`src/rtl/rdy_pkg.sv`:
```
package rdy_pkg;

  // Strobes issued by the phase controller to the counting datapath.
  typedef struct packed {
    logic clearPhase;  // start of a new phase: zero counters, flush queue
    logic ackTake;     // an acknowledgment is accepted this cycle
  } rdyStrobes_t;

endpackage

```
`src/rtl/rdy_event_fifo.sv`:
```
module rdy_event_fifo #(
  parameter int NUM_TASKS = 4,
  parameter int TIW = 2
) (
  input  logic                 clk,
  input  logic                 rstN,
  input  logic                 flush,
  input  logic [NUM_TASKS-1:0] pushVec,
  output logic                 outValid,
  output logic [TIW-1:0]       outTask
);

  localparam int PW = (NUM_TASKS > 1) ? $clog2(NUM_TASKS) : 1;
  localparam int DEPTH = 1 << PW;

  logic [TIW-1:0] slotMem [DEPTH];
  logic [PW-1:0]  rdPtr, wrPtr;
  logic [PW:0]    fillCnt;
  logic [PW:0]    pushCnt;
  logic [PW:0]    rank [NUM_TASKS];
  logic           popNow;

  // Each pushing task takes the slot after all lower-indexed pushers.
  always_comb begin
    logic [PW:0] acc;
    acc = '0;
    for (int t = 0; t < NUM_TASKS; t++) begin
      rank[t] = acc;
      acc = acc + {{PW{1'b0}}, pushVec[t]};
    end
    pushCnt = acc;
  end

  assign popNow   = (fillCnt != '0);
  assign outValid = popNow;
  assign outTask  = slotMem[rdPtr];

  always_ff @(posedge clk) begin
    for (int t = 0; t < NUM_TASKS; t++) begin
      if (pushVec[t] && !flush) begin
        slotMem[wrPtr + rank[t][PW-1:0]] <= TIW'(t);
      end
    end
  end

  always_ff @(posedge clk) begin
    if (!rstN || flush) begin
      rdPtr   <= '0;
      wrPtr   <= '0;
      fillCnt <= '0;
    end else begin
      wrPtr   <= wrPtr + pushCnt[PW-1:0];
      rdPtr   <= rdPtr + PW'(popNow);
      fillCnt <= fillCnt + pushCnt - (PW+1)'(popNow);
    end
  end

  // Each task enters at most once per phase, so the queue never overfills.
  assert_no_overflow_R5: assert property (@(posedge clk) disable iff (!rstN)
    !flush |-> ((fillCnt + pushCnt) <= (PW+1)'(DEPTH)));

  // A non-empty queue without new pushes shrinks by exactly one per cycle.
  assert_drain_step_R5: assert property (@(posedge clk) disable iff (!rstN)
    (!flush && popNow && pushVec == '0) |=> (fillCnt == $past(fillCnt) - 1'b1));

endmodule

```
`src/rtl/rdy_ctrl.sv`:
```
module rdy_ctrl
  import rdy_pkg::*;
(
  input  logic        clk,
  input  logic        rstN,
  input  logic        armReq,
  input  logic        ackValid,
  input  logic        globalHit,
  output rdyStrobes_t strobes,
  output logic        allReady
);

  logic armed;

  always_comb begin
    strobes.clearPhase = armReq;
    strobes.ackTake    = armed && ackValid && !armReq;
  end

  always_ff @(posedge clk) begin
    if (!rstN) begin
      armed    <= 1'b0;
      allReady <= 1'b0;
    end else begin
      allReady <= globalHit;
      if (armReq) begin
        armed <= 1'b1;
      end else if (globalHit) begin
        armed <= 1'b0;
      end
    end
  end

  assert_all_pulse_R6: assert property (@(posedge clk) disable iff (!rstN)
    allReady |=> !allReady);

  // Completion of the global count only happens on an accepted acknowledgment.
  assert_hit_needs_take_R6: assert property (@(posedge clk) disable iff (!rstN)
    globalHit |-> strobes.ackTake);

  assert_disarm_R7: assert property (@(posedge clk) disable iff (!rstN)
    allReady |-> !armed);

  assert_arm_R8: assert property (@(posedge clk) disable iff (!rstN)
    armReq |=> (armed && !allReady));

endmodule

```
`src/rtl/rdy_datapath.sv`:
```
module rdy_datapath
  import rdy_pkg::*;
#(
  parameter int ADDR_W = 16,
  parameter int NUM_ENTRIES = 8,
  parameter int NUM_TASKS = 4,
  parameter int CNT_W = 8,
  parameter int TOTAL_W = 12,
  parameter int EIW = 3,
  parameter int TIW = 2
) (
  input  logic                 clk,
  input  logic                 rstN,
  input  rdyStrobes_t          strobes,
  input  logic                 cfgEntryWe,
  input  logic [EIW-1:0]       cfgEntryIdx,
  input  logic                 cfgEntryValid,
  input  logic [ADDR_W-1:0]    cfgEntryStart,
  input  logic [ADDR_W-1:0]    cfgEntryEnd,
  input  logic [TIW-1:0]       cfgEntryTask,
  input  logic                 cfgTargetWe,
  input  logic [TIW-1:0]       cfgTargetIdx,
  input  logic [CNT_W-1:0]     cfgTargetRows,
  input  logic                 cfgTotalWe,
  input  logic [TOTAL_W-1:0]   cfgTotalWrites,
  input  logic [ADDR_W-1:0]    ackAddr,
  output logic [NUM_TASKS-1:0] completeVec,
  output logic                 globalHit
);

  // Associative table
  logic              entValid [NUM_ENTRIES];
  logic [ADDR_W-1:0] entStart [NUM_ENTRIES];
  logic [ADDR_W-1:0] entEnd   [NUM_ENTRIES];
  logic [TIW-1:0]    entTask  [NUM_ENTRIES];
  logic [NUM_ENTRIES-1:0] entryHit;

  // Per-task and global state
  logic [CNT_W-1:0]   taskTarget [NUM_TASKS];
  logic [CNT_W-1:0]   taskCnt    [NUM_TASKS];
  logic [CNT_W-1:0]   taskNext   [NUM_TASKS];
  logic [NUM_TASKS-1:0] taskDone;
  logic [NUM_TASKS-1:0] taskHit;
  logic [TOTAL_W-1:0] totalWrites;
  logic [TOTAL_W-1:0] globalCnt;
  logic [TOTAL_W-1:0] globalNext;

  always_ff @(posedge clk) begin
    if (!rstN) begin
      for (int e = 0; e < NUM_ENTRIES; e++) begin
        entValid[e] <= 1'b0;
        entStart[e] <= '0;
        entEnd[e]   <= '0;
        entTask[e]  <= '0;
      end
    end else if (cfgEntryWe) begin
      entValid[cfgEntryIdx] <= cfgEntryValid;
      entStart[cfgEntryIdx] <= cfgEntryStart;
      entEnd[cfgEntryIdx]   <= cfgEntryEnd;
      entTask[cfgEntryIdx]  <= cfgEntryTask;
    end
  end

  always_ff @(posedge clk) begin
    if (!rstN) begin
      for (int t = 0; t < NUM_TASKS; t++) taskTarget[t] <= '0;
      totalWrites <= '0;
    end else begin
      if (cfgTargetWe) taskTarget[cfgTargetIdx] <= cfgTargetRows;
      if (cfgTotalWe)  totalWrites <= cfgTotalWrites;
    end
  end

  // Parallel window compare, one comparator pair per entry.
  for (genvar e = 0; e < NUM_ENTRIES; e++) begin : g_match
    assign entryHit[e] = entValid[e] && (ackAddr >= entStart[e]) && (ackAddr < entEnd[e]);
  end

  // Fold entry hits onto tasks; several hits on one task count once.
  always_comb begin
    taskHit = '0;
    for (int e = 0; e < NUM_ENTRIES; e++) begin
      if (entryHit[e]) taskHit[entTask[e]] = 1'b1;
    end
  end

  for (genvar t = 0; t < NUM_TASKS; t++) begin : g_task
    assign taskNext[t] = taskCnt[t] + 1'b1;
    assign completeVec[t] = strobes.ackTake && taskHit[t] && !taskDone[t] &&
                            (taskTarget[t] != '0) && (taskNext[t] == taskTarget[t]);

    always_ff @(posedge clk) begin
      if (!rstN || strobes.clearPhase) begin
        taskCnt[t]  <= '0;
        taskDone[t] <= 1'b0;
      end else if (strobes.ackTake && taskHit[t] && !taskDone[t]) begin
        taskCnt[t] <= taskNext[t];
        if (completeVec[t]) taskDone[t] <= 1'b1;
      end
    end

    assert_done_holds_R4: assert property (@(posedge clk) disable iff (!rstN)
      (taskDone[t] && !strobes.clearPhase) |=> taskDone[t]);

    assert_once_R4: assert property (@(posedge clk) disable iff (!rstN)
      taskDone[t] |-> !completeVec[t]);

    assert_step_one_R2: assert property (@(posedge clk) disable iff (!rstN)
      !strobes.clearPhase |=> (taskCnt[t] - $past(taskCnt[t])) <= CNT_W'(1));
  end

  assign globalNext = globalCnt + 1'b1;
  assign globalHit  = strobes.ackTake && (totalWrites != '0) && (globalNext == totalWrites);

  always_ff @(posedge clk) begin
    if (!rstN || strobes.clearPhase) begin
      globalCnt <= '0;
    end else if (strobes.ackTake) begin
      globalCnt <= globalNext;
    end
  end

  assert_global_step_R6: assert property (@(posedge clk) disable iff (!rstN)
    (strobes.ackTake && !strobes.clearPhase) |=> (globalCnt == $past(globalCnt) + 1'b1));

  assert_idle_stable_R7: assert property (@(posedge clk) disable iff (!rstN)
    (!strobes.ackTake && !strobes.clearPhase) |=> ($stable(globalCnt) && $stable(taskDone)));

  assert_clear_R8: assert property (@(posedge clk) disable iff (!rstN)
    strobes.clearPhase |=> (globalCnt == '0 && taskDone == '0));

endmodule

```
`src/rtl/rdy_tracker.sv`:
```
module rdy_tracker
  import rdy_pkg::*;
#(
  parameter int ADDR_W = 16,
  parameter int NUM_ENTRIES = 8,
  parameter int NUM_TASKS = 4,
  parameter int CNT_W = 8,
  parameter int TOTAL_W = 12,
  localparam int EIW = (NUM_ENTRIES > 1) ? $clog2(NUM_ENTRIES) : 1,
  localparam int TIW = (NUM_TASKS > 1) ? $clog2(NUM_TASKS) : 1
) (
  input  logic               clk,
  input  logic               rstN,
  input  logic               armReq,
  input  logic               cfgEntryWe,
  input  logic [EIW-1:0]     cfgEntryIdx,
  input  logic               cfgEntryValid,
  input  logic [ADDR_W-1:0]  cfgEntryStart,
  input  logic [ADDR_W-1:0]  cfgEntryEnd,
  input  logic [TIW-1:0]     cfgEntryTask,
  input  logic               cfgTargetWe,
  input  logic [TIW-1:0]     cfgTargetIdx,
  input  logic [CNT_W-1:0]   cfgTargetRows,
  input  logic               cfgTotalWe,
  input  logic [TOTAL_W-1:0] cfgTotalWrites,
  input  logic               ackValid,
  input  logic [ADDR_W-1:0]  ackAddr,
  output logic               readyValid,
  output logic [TIW-1:0]     readyTask,
  output logic               allReady
);

  rdyStrobes_t          strobes;
  logic [NUM_TASKS-1:0] completeVec;
  logic                 globalHit;

  rdy_ctrl u_ctrl (
    .clk       (clk),
    .rstN      (rstN),
    .armReq    (armReq),
    .ackValid  (ackValid),
    .globalHit (globalHit),
    .strobes   (strobes),
    .allReady  (allReady)
  );

  rdy_datapath #(
    .ADDR_W      (ADDR_W),
    .NUM_ENTRIES (NUM_ENTRIES),
    .NUM_TASKS   (NUM_TASKS),
    .CNT_W       (CNT_W),
    .TOTAL_W     (TOTAL_W),
    .EIW         (EIW),
    .TIW         (TIW)
  ) u_datapath (
    .clk            (clk),
    .rstN           (rstN),
    .strobes        (strobes),
    .cfgEntryWe     (cfgEntryWe),
    .cfgEntryIdx    (cfgEntryIdx),
    .cfgEntryValid  (cfgEntryValid),
    .cfgEntryStart  (cfgEntryStart),
    .cfgEntryEnd    (cfgEntryEnd),
    .cfgEntryTask   (cfgEntryTask),
    .cfgTargetWe    (cfgTargetWe),
    .cfgTargetIdx   (cfgTargetIdx),
    .cfgTargetRows  (cfgTargetRows),
    .cfgTotalWe     (cfgTotalWe),
    .cfgTotalWrites (cfgTotalWrites),
    .ackAddr        (ackAddr),
    .completeVec    (completeVec),
    .globalHit      (globalHit)
  );

  rdy_event_fifo #(
    .NUM_TASKS (NUM_TASKS),
    .TIW       (TIW)
  ) u_fifo (
    .clk      (clk),
    .rstN     (rstN),
    .flush    (strobes.clearPhase),
    .pushVec  (completeVec),
    .outValid (readyValid),
    .outTask  (readyTask)
  );

  assert_reset_quiet_R9: assert property (@(posedge clk)
    !rstN |=> (!readyValid && !allReady));

endmodule

```
`config.mk`:
```
export PLATFORM = sky130hd
export DESIGN_NAME = rdy_tracker
export DESIGN_NICKNAME = d
export VERILOG_FILES = /design/src/rtl/rdy_pkg.sv /design/src/rtl/rdy_event_fifo.sv /design/src/rtl/rdy_ctrl.sv /design/src/rtl/rdy_datapath.sv /design/src/rtl/rdy_tracker.sv
export SDC_FILE = /design/constraint.sdc
export NUM_CORES = 1
export LEC_CHECK = 0
export BUFFER_PORTS_ARGS = -buffer_cell sky130_fd_sc_hd__buf_2
export CAP_MARGIN = 20
export CORE_UTILIZATION = 50
export DETAILED_ROUTE_END_ITERATION = 10
export PLACE_DENSITY = 0.69
export SYNTH_ARGS = -nofsm -noshare
export SYNTH_HDL_FRONTEND = slang
export SYNTH_SLANG_ARGS = --single-unit
```
`constraint.sdc`:
```
create_clock -name clk -period 6.8 [get_ports clk]
set_clock_uncertainty 0.2 [all_clocks]
set_input_delay 1.36 -clock clk [delete_from_list [all_inputs] [get_ports clk]]
set_output_delay 1.36 -clock clk [all_outputs]
set_load 0.02 [all_outputs]
```
==> results.cfg, run 1 <==
[timing]
worst_slew_pin_slew_ns = 1.03
relSlewSlack = 0.313
post-route-min-period_ns = 6.61
finalCritPeriodShare = 0.971
finalHoldViolations = 0
finalSetupViolCount = 0
slew_violations = 0
rsz0062_at_grt = no
max_freq_mhz = 151

[placed_design]
io_buffers = 86
hpwl_um = 42100
placed_cells = 2842
gp_congestion = 0.890

[clocking]
htree_levels = 2
post_cts_buffers = 0
cts_hold_buf = 0
cts-root-buf = clkbuf_16
clk_path_buf_depth = 3
cts_buffers = 44
numClockSinks = 389
tritoncts = yes
postCtsResizedCells = 0
clk_pin_slew_ns = 0.05
clk_latency_ns = 0.59

[global_route]
grt_pass1_vias = 16400
track_usage = 0.252
grt_remaining_overflow = 0
grt_pass1_wl_um = 89900
grt_max_degree = 38
antenna_found_initial = 2

[worst_setup_path]
reg2reg_depth = 22
worst-path-max-fanout = 7
arrival_ns = 6.82
cp-startpoint = ackAddr[0]
endpoint_kind = register
cp-start-kind = primary input
worstPathRequired_ns = 7.02
reg2reg_from = u_datapath.entStart[2][11]
worstSetupPathType = primary input to register

[logic_synthesis]
netlist_instances = 2087
synthDistinctLibCells = 63
seq_area_frac_synth = 0.491
synth_edf_count = 336
synth_area_sq_mm = 0.0227
synth_most_common_cell = edfxtp_1
synth_common_cells = edfxtp_1 (336), and2_1 (308), inv_1 (274)
synth_area_leaders = edfxtp_1 (44%), ha_1 (15%), and2_1 (8.5%)
synthFlopType = edfxtp_1
yosys_warnings = 0
synthArstFlopShare = 0
ys_ff_latch = 389
synth_top_area_frac = 0.445
syn_nets = 2437
yosys.area.top_type = edfxtp_1
avgSynthCellArea_sq_um = 10.9

[route]
vias = 16200
firstDrtPassIters = 5
drtIter0Drc = 1026
detail-route-antenna-nets = 0
wl_per_cell_um = 19.8
viasPerCell = 5.53
drt-total-wl_um = 57800
drc = 0

[power_and_ir_drop]
net-switching-power_mw = 1.52
power.share.combinational = 0.128
p_seq_frac = 0.461
power.share.clock = 0.411
leakagePower_nw = 11.4
swShare = 0.250
power_density_mw_per_mm2 = 231
vdd_drop_max_v = 0.000202
internal_power_mw = 4.56

[die]
std_cell_rows = 77
initial_core_util = 0.510
core_area_sq_mm = 0.0445
die_area_sq_mm = 0.0462
top_level_ports = 87
fp.dieH_um = 215
die_w_um = 215

[layout]
postLayoutCoreUtil = 0.592
instances_no_fill = 2926
multi_input_area_sq_mm = 0.0104
synthToLayoutAreaGrowth_pct = 16.2
drive_above_1_share = 0.133
fillers = 3688
nNetsFinal = 2648
register_area_sq_mm = 0.0112

[hold_path]
whs_path_depth = 2
hp-start = u_datapath.entValid[1]
hp-class = register to register

[run_status]
status = completed

[run]
max-cap-violations = 0
-- critical path, stage by stage --
cell	delay, ns
buf_2	0.11
inv_1	0.23
buf_12	0.18
ha_1	0.22
nand2b_1	0.13
a2111oi_0	0.52
nor4b_1	0.12
o31ai_1	0.47
buf_4	0.23
nor4_1	0.05
or4_1	0.54
nor2_2	0.20
nor4_2	0.09
inv_1	0.13
fa_1	0.41
inv_1	0.08
ha_1	0.17
fa_1	0.42
inv_1	0.08
ha_1	0.24
fa_1	0.43
xnor2_1	0.18
xnor2_1	0.14
nor2_1	0.05
-- cell type report --
cell class / instances / share of cell area
Inverter: 274 / 0.0390
Tap cell: 592 / 0.0281
Multi-Input combinational cell: 1378 / 0.395
Clock inverter: 24 / 0.0113
Clock buffer: 56 / 0.0466
Antenna cell: 2 / 0.000190
Sequential cell: 389 / 0.423
Timing Repair Buffer: 211 / 0.0564
-- power groups by stage --
| stage | combinational, mW | sequential [mW] | clock, mW |
|---|---|---|---|
| after global routing | 0.873 | 2.82 | 2.62 |
| after floorplan | 0.450 | 2.83 | 0 |
| final | 0.781 | 2.80 | 2.50 |
| after CTS | 0.778 | 2.80 | 2.54 |
| after global placement | 0.741 | 2.85 | 0 |
| after detailed placement | 0.772 | 2.85 | 0 |
-- registers in the layout, summed over array words and instances (netlist names) --
| signal | cells |
|---|---|
| u_ctrl.allReady | 1 |
| u_ctrl.armed | 1 |
| u_datapath.entEnd | 128 |
| u_datapath.entStart | 128 |
| u_datapath.entTask | 16 |
| u_datapath.entValid | 8 |
| u_datapath.globalCnt | 12 |
| u_datapath.taskCnt | 32 |
| u_datapath.taskDone | 4 |
| u_datapath.taskTarget | 32 |
| u_datapath.totalWrites | 12 |
| u_fifo.fillCnt | 3 |
| u_fifo.rdPtr | 2 |
| u_fifo.slotMem | 8 |
| u_fifo.wrPtr | 2 |
-- routing by layer --
layer / up-vias / GRT usage / wire, um
li1: 7812 / - / -
met4: 2 / 0.108 / 2200
met2: 445 / 0.419 / 26900
met1: 7806 / 0.326 / 25400
met5: - / 0 / 13
met3: 109 / 0.0416 / 3320
-- logic make-up after synthesis --
logic type,after synthesis,share of synthesized area
and+or+nand+nor,743,0.188
DFF,389,0.491
buffers and inverters,320,0.0530
adders and majority gates,267,0.148
AOI/OAI and AO/OA,260,0.0748
xor gates and xnor gates,92,0.0367
muxes,16,0.00816
-- worst paths after layout --
| path | endpoint | slack [ns] |
|---|---|---|
| max reg2reg | u_fifo.fillCnt[2] | 1.06 |
| max | u_fifo.fillCnt[2] | 0.19 |
| min | u_datapath.entValid[1] | 0.27 |
| min reg2reg | u_datapath.entValid[1] | 0.27 |
-- layout by cell type (no fill, tap or decap), drive strengths merged, types with 8 or more instances in the layout --
master and count:
a2111oi 20, a211oi 17, a21o 18, a21oi 78, and2 308, and3 30
and4 9, buf 211, clkbuf 56, clkinv 14, dfxtp 53, edfxtp 336
ha 264, inv 274, mux2i 14, nand2 88, nand2b 26, nand3 42
nand4 42, nor2 77, nor2b 10, nor3 33, nor4 32, nor4b 13
o211ai 10, o21a 9, o21ai 61, or3 11, or4 8, xnor2 48
xor2 42
-- stage by stage --
stage,hold WS [ns],worst slack [ns],setup TNS (ns),total power [mW],area (sq um)
after global routing,0.276,0.0117,0,6.31,26400
final,0.268,0.195,0,6.08,26400
after CTS,0.263,0.245,0,6.12,26300
after global placement,0.243,-0.305,-0.364,3.59,24800
after floorplan,0.231,0.265,0,3.28,22700
after detailed placement,0.254,-0.335,-0.442,3.62,24800
Power figures use the tool's default switching activity.
==> run 2, diff against run 1 <==
CELL_PAD_IN_SITES_DETAIL_PLACEMENT = 1   (was unset)
CELL_PAD_IN_SITES_GLOBAL_PLACEMENT = 1   (was unset)
CORE_UTILIZATION = 46   (was 50)
PLACE_DENSITY = unset   (was 0.69)
PLACE_DENSITY_LB_ADDON = 0.1   (was unset)
==> results.cfg, run 2 (synthesis gave the netlist of run 1 again) <==
[route]
detail-route-antenna-nets = 0
drt-total-wl_um = 66700
firstDrtPassIters = 5
vias = 16600
drtIter0Drc = 927
wl_per_cell_um = 22.2
drc = 0
viasPerCell = 5.51

[worst_setup_path]
worstSetupPathType = primary input to register
reg2reg_to = u_fifo.fillCnt[2]
cpMaxStageDelayCell = a2111oi_0
reg2reg_from = u_datapath.entStart[2][10]
cpPeakStageDelay_ns = 0.86
reg2reg_depth = 23
reg2reg_setup_slack_ns = 0.77
worstPathRequired_ns = 7.05
endpoint_kind = register
worst-path-max-fanout = 15
path_buf_inv = 6
critPathTopFamily = adder cells
crit_path_cell_trace = buf_2, buf_4, ha_1, and3_1, buf_4, nand3_1, a2111oi_0, or4_1, nor4_1, a2111o_1, nor2_2, nor4_2, inv_1, fa_1, inv_1, ha_1, fa_1, inv_1, ha_1, fa_1, xnor2_1, xnor2_1, nor2_1
cp-start-kind = primary input
arrival_ns = 6.78

[layout]
mostFrequentLayoutCells = edfxtp_1 (336), and2_1 (308), inv_1 (274)
reg_top3 = u_datapath.entEnd (128), u_datapath.entStart (128)
synthToLayoutAreaGrowth_pct = 16.4
nNetsFinal = 2654
layout_commonest_cell = edfxtp_1
fillers = 5264
drive_above_1_share = 0.132

[hold_path]
hp-start = u_datapath.entValid[6]
whs_path_depth = 2
holdPathEnd = u_datapath.entValid[6]
hp-class = register to register

[clocking]
clk_path_buf_depth = 3
clk_latency_ns = 0.59
numClockSinks = 389
cts_buffers = 47
postCtsResizedCells = 0
cts_hold_buf = 0
htree_levels = 2
cts-root-buf = clkbuf_16
post_cts_buffers = 0
tritoncts = yes
clk_pin_slew_ns = 0.06

[timing]
finalSetupTns_ns = 0
max_freq_mhz = 153
slew_violations = 0
finalSetupViolCount = 0
post-route-min-period_ns = 6.54
finalCritPeriodShare = 0.961
finalHoldViolations = 0
rsz0062_at_grt = no
fin_ws_ns = 0.263
worst_slew_pin_slew_ns = 1.12
relSlewSlack = 0.253

[global_route]
grt_remaining_overflow = 0
antenna_found_initial = 6
grt_pass1_vias = 17700
grt_max_degree = 38
track_usage = 0.271
grt_pass1_wl_um = 102000

[die]
initial_core_util = 0.465
die_w_um = 224
die_area_sq_mm = 0.0502
fp.dieH_um = 224
std_cell_rows = 81
core_area_sq_mm = 0.0487
top_level_ports = 87

[placed_design]
hpwl_um = 48700
dpl_worst_slack_ns = -0.394
io_buffers = 86
gp_congestion = 0.871

[power_and_ir_drop]
vdd_drop_max_v = 0.000161
power_density_mw_per_mm2 = 229
leakagePower_nw = 11.4

[run_status]
status = completed

[run]
max-cap-violations = 0
run 2: worst max-delay path by stage:
| stage | startpoint | cells after the start | end |
|---|---|---|---|
| 3_5_place_dp | ackAddr[13] | 22 | u_fifo.fillCnt[2] |
| 4_1_cts | ackAddr[11] | 23 | u_fifo.fillCnt[2] |
| 6_report | ackAddr[11] | 23 | u_fifo.fillCnt[2] |
| 2_1_floorplan | ackAddr[0] | 22 | u_fifo.fillCnt[2] |
| 5_1_grt | ackAddr[11] | 23 | u_fifo.fillCnt[2] |
| 3_3_place_gp | ackAddr[11] | 23 | u_fifo.fillCnt[2] |
run 2: power breakdown:
part / total, mW / leakage (nW) / switching, mW / internal [mW]
sequential: 2.80 / 3.71 / 0.0667 / 2.74
combinational: 0.818 / 6.95 / 0.491 / 0.326
clock: 2.43 / 0.722 / 1.02 / 1.42
total: 6.05 / 11.4 / 1.57 / 4.48
run 2: final cells by class:
class                           count  area [sq um]  area share
Clock buffer                       61          1300      0.0493
Antenna cell                        2          5.00    0.000190
Clock inverter                     24           164     0.00621
Tap cell                          664           831      0.0315
Inverter                          274          1030      0.0390
Timing Repair Buffer              214          1480      0.0561
Sequential cell                   389         11200       0.422
Multi-Input combinational cell   1378         10400       0.395
run 2: worst reg2reg max path, cell delays in order, from the launching register on:
cell	delay (ns)
edfxtp_1	0.32
inv_1	0.09
ha_1	0.31
and3_1	0.18
nand3_1	0.27
a2111oi_0	0.46
a2111oi_1	0.12
buf_4	0.16
buf_4	0.13
a2111oi_1	0.45
a311oi_1	0.24
buf_4	0.19
a41oi_1	0.27
inv_1	0.12
fa_1	0.55
inv_1	0.05
ha_1	0.18
fa_1	0.48
inv_1	0.05
ha_1	0.29
fa_1	0.44
xnor2_1	0.18
xnor2_1	0.13
nor2_1	0.05
run 2: through the flow:
stage | instance area [sq um] | std cells | hold WS [ns] | total power [mW] | util
detailed placement | 24900 | 2915 | 0.261 | 3.66 | 0.510
CTS | 26300 | 3000 | 0.270 | 6.11 | 0.540
global route | 26400 | 3004 | 0.291 | 6.29 | 0.541
finish | 26400 | 3006 | 0.272 | 6.05 | 0.542
floorplan | 22700 | 2087 | 0.231 | 3.28 | -
global placement | 24900 | 2915 | 0.243 | 3.61 | 0.510
run 2: per-layer routing:
layer  part of all wire  GRT usage  vias to the layer above
met4              0.024     0.0773                        4
met5            0.00025          0                        -
met3              0.042     0.0416                       93
li1                   -          -                     7828
met2               0.50      0.477                      292
met1               0.44      0.344                     8346
==> run 3, diff against run 2 <==
RECOVER_POWER = 50   (was unset)
==> results.cfg, run 3 (synthesis gave the netlist of run 1 again) <==
[run_status]
status = finished with violations
failed_checks = max-capacitance violations, max-slew violations

[clocking]
tritoncts = yes
cts_hold_buf = 0
clk_path_buf_depth = 3
htree_levels = 2
numClockSinks = 389
post_cts_buffers = 0
cts_buffers = 47
cts-root-buf = clkbuf_16
clk_pin_slew_ns = 0.06
clk_latency_ns = 0.59

[worst_setup_path]
cpPeakStageDelay_ns = 0.85
crit_path_cell_trace = buf_2, buf_4, ha_1, and3_1, buf_4, nand3_1, a2111oi_0, or4_1, nor4_1, a2111o_1, nor2_2, nor4_2, inv_1, fa_1, inv_1, ha_1, fa_1, inv_1, ha_1, fa_1, xnor2_1, xnor2_1, nor2_1
endpoint_kind = register
worst-path-max-fanout = 15
critPathTopFamily = adder cells
worst-path-stages = 23
reg2reg_from = u_datapath.entStart[2][10]
worstPathRequired_ns = 7.05
reg2reg_to = u_fifo.fillCnt[2]
arrival_ns = 6.80
path_buf_inv = 6
cp-startpoint = ackAddr[11]
endpoint = u_fifo.fillCnt[2]
reg2reg_depth = 23
worstSetupPathType = primary input to register
cpMaxStageDelayCell = a2111oi_0
reg2reg_setup_slack_ns = 0.72
cp-start-kind = primary input

[timing]
rsz0062_at_grt = no
relSlewSlack = -0.997
slew_violations = 333
max_freq_mhz = 153
worst_slew_pin_slew_ns = 2.96
post-route-min-period_ns = 6.55
finalHoldViolations = 0
finalSetupViolCount = 0
finalCritPeriodShare = 0.963
finalSetupTns_ns = 0

[route]
wl_per_cell_um = 22.2
firstDrtPassIters = 4
vias = 16500
drc = 0
detail-route-antenna-nets = 0
drtIter0Drc = 951
viasPerCell = 5.50
drt-total-wl_um = 66700

[placed_design]
gp_congestion = 0.871
hpwl_um = 48700
placed_cells = 2915
place_area_sq_mm = 0.0249
io_buffers = 86

[layout]
finalInstanceArea_sq_mm = 0.0263
synthToLayoutAreaGrowth_pct = 16.0
nNetsFinal = 2654
fillers = 5276
instances_no_fill = 3006
drive_above_1_share = 0.123
reg_top3 = u_datapath.entEnd (128), u_datapath.entStart (128)
layout_commonest_cell = edfxtp_1
mostFrequentLayoutCells = edfxtp_1 (336), inv_1 (274), ha_1 (264)

[die]
die_w_um = 224
initial_core_util = 0.465
core_area_sq_mm = 0.0487
fp.dieH_um = 224
std_cell_rows = 81
top_level_ports = 87
die_area_sq_mm = 0.0502

[hold_path]
whs_path_depth = 2
hp-class = register to register

[global_route]
grt_remaining_overflow = 0
track_usage = 0.271
grt_pass1_vias = 17700
grt_pass1_wl_um = 102000
antenna_found_initial = 6
grt_max_degree = 38

[power_and_ir_drop]
power_density_mw_per_mm2 = 230
leakagePower_nw = 11.2
total_power_mw = 6.05
vdd_drop_max_v = 0.000160

[run]
max-cap-violations = 10
-- run 3: changes by cell type in the layout (fill, tap and decap cells not counted), moves of 3 or more --
cell      delta
nor2_1       +3
and2_0     +122
clkbuf_1    +12
buf_2        -4
nor3_2       -4
and2_1     -122
buf_4        -8
nor3_1       +4
-- run 3: metal layers --
metal / GRT usage / wire length, um
met5: 0 / 17
met3: 0.0416 / 2630
met1: 0.344 / 29300
met2: 0.477 / 33100
met4: 0.0773 / 1660
-- run 3: worst min path at each step --
stage                           startpoint  slack [ns]                     end
CTS                 u_datapath.entValid[6]        0.27  u_datapath.entValid[6]
global placement    u_datapath.entValid[5]        0.24  u_datapath.entValid[5]
floorplan           u_datapath.entValid[0]        0.23  u_datapath.entValid[0]
global route        u_datapath.entValid[6]        0.29  u_datapath.entValid[6]
finish              u_datapath.entValid[6]        0.27  u_datapath.entValid[6]
detailed placement  u_datapath.entValid[6]        0.26  u_datapath.entValid[6]
-- run 3: power by group --
group          internal, mW  switching, mW  leakage [nW]  total [mW]
Combinational         0.322          0.490          6.77       0.812
Sequential             2.74         0.0669          3.71        2.81
Clock                  1.42           1.02         0.722        2.43
Total                  4.48           1.57          11.2        6.05
-- run 3: timing repair --
item                       4_1_cts  5_1_grt
setup endpoints to repair        0        1
gates resized for setup          0        2
hold endpoints to repair         0        0
-- run 3: layout make-up --
class	count	area, sq um	share of cell area
Sequential cell	389	11200	0.424
Multi-Input combinational cell	1378	10400	0.395
Timing Repair Buffer	214	1450	0.0550
Clock buffer	61	1300	0.0495
Inverter	274	1030	0.0391
Tap cell	664	831	0.0316
Clock inverter	24	164	0.00623
Antenna cell	2	5.00	0.000190
-- run 3: metrics by stage --
stage	hold slack [ns]	setup slack [ns]	util
finish	0.272	0.248	0.540
detailed placement	0.261	-0.394	0.510
global route	0.291	0.0106	0.540
CTS	0.270	0.108	0.540
floorplan	0.231	0.265	-
global placement	0.243	-0.313	0.510
-- run 3: worst min-delay path: cells and delay by family (launching register included) --
family / cells / cell delay, ns
compound gates: 1 / 0.06
simple gates: 1 / 0.05
flops: 1 / 0.31
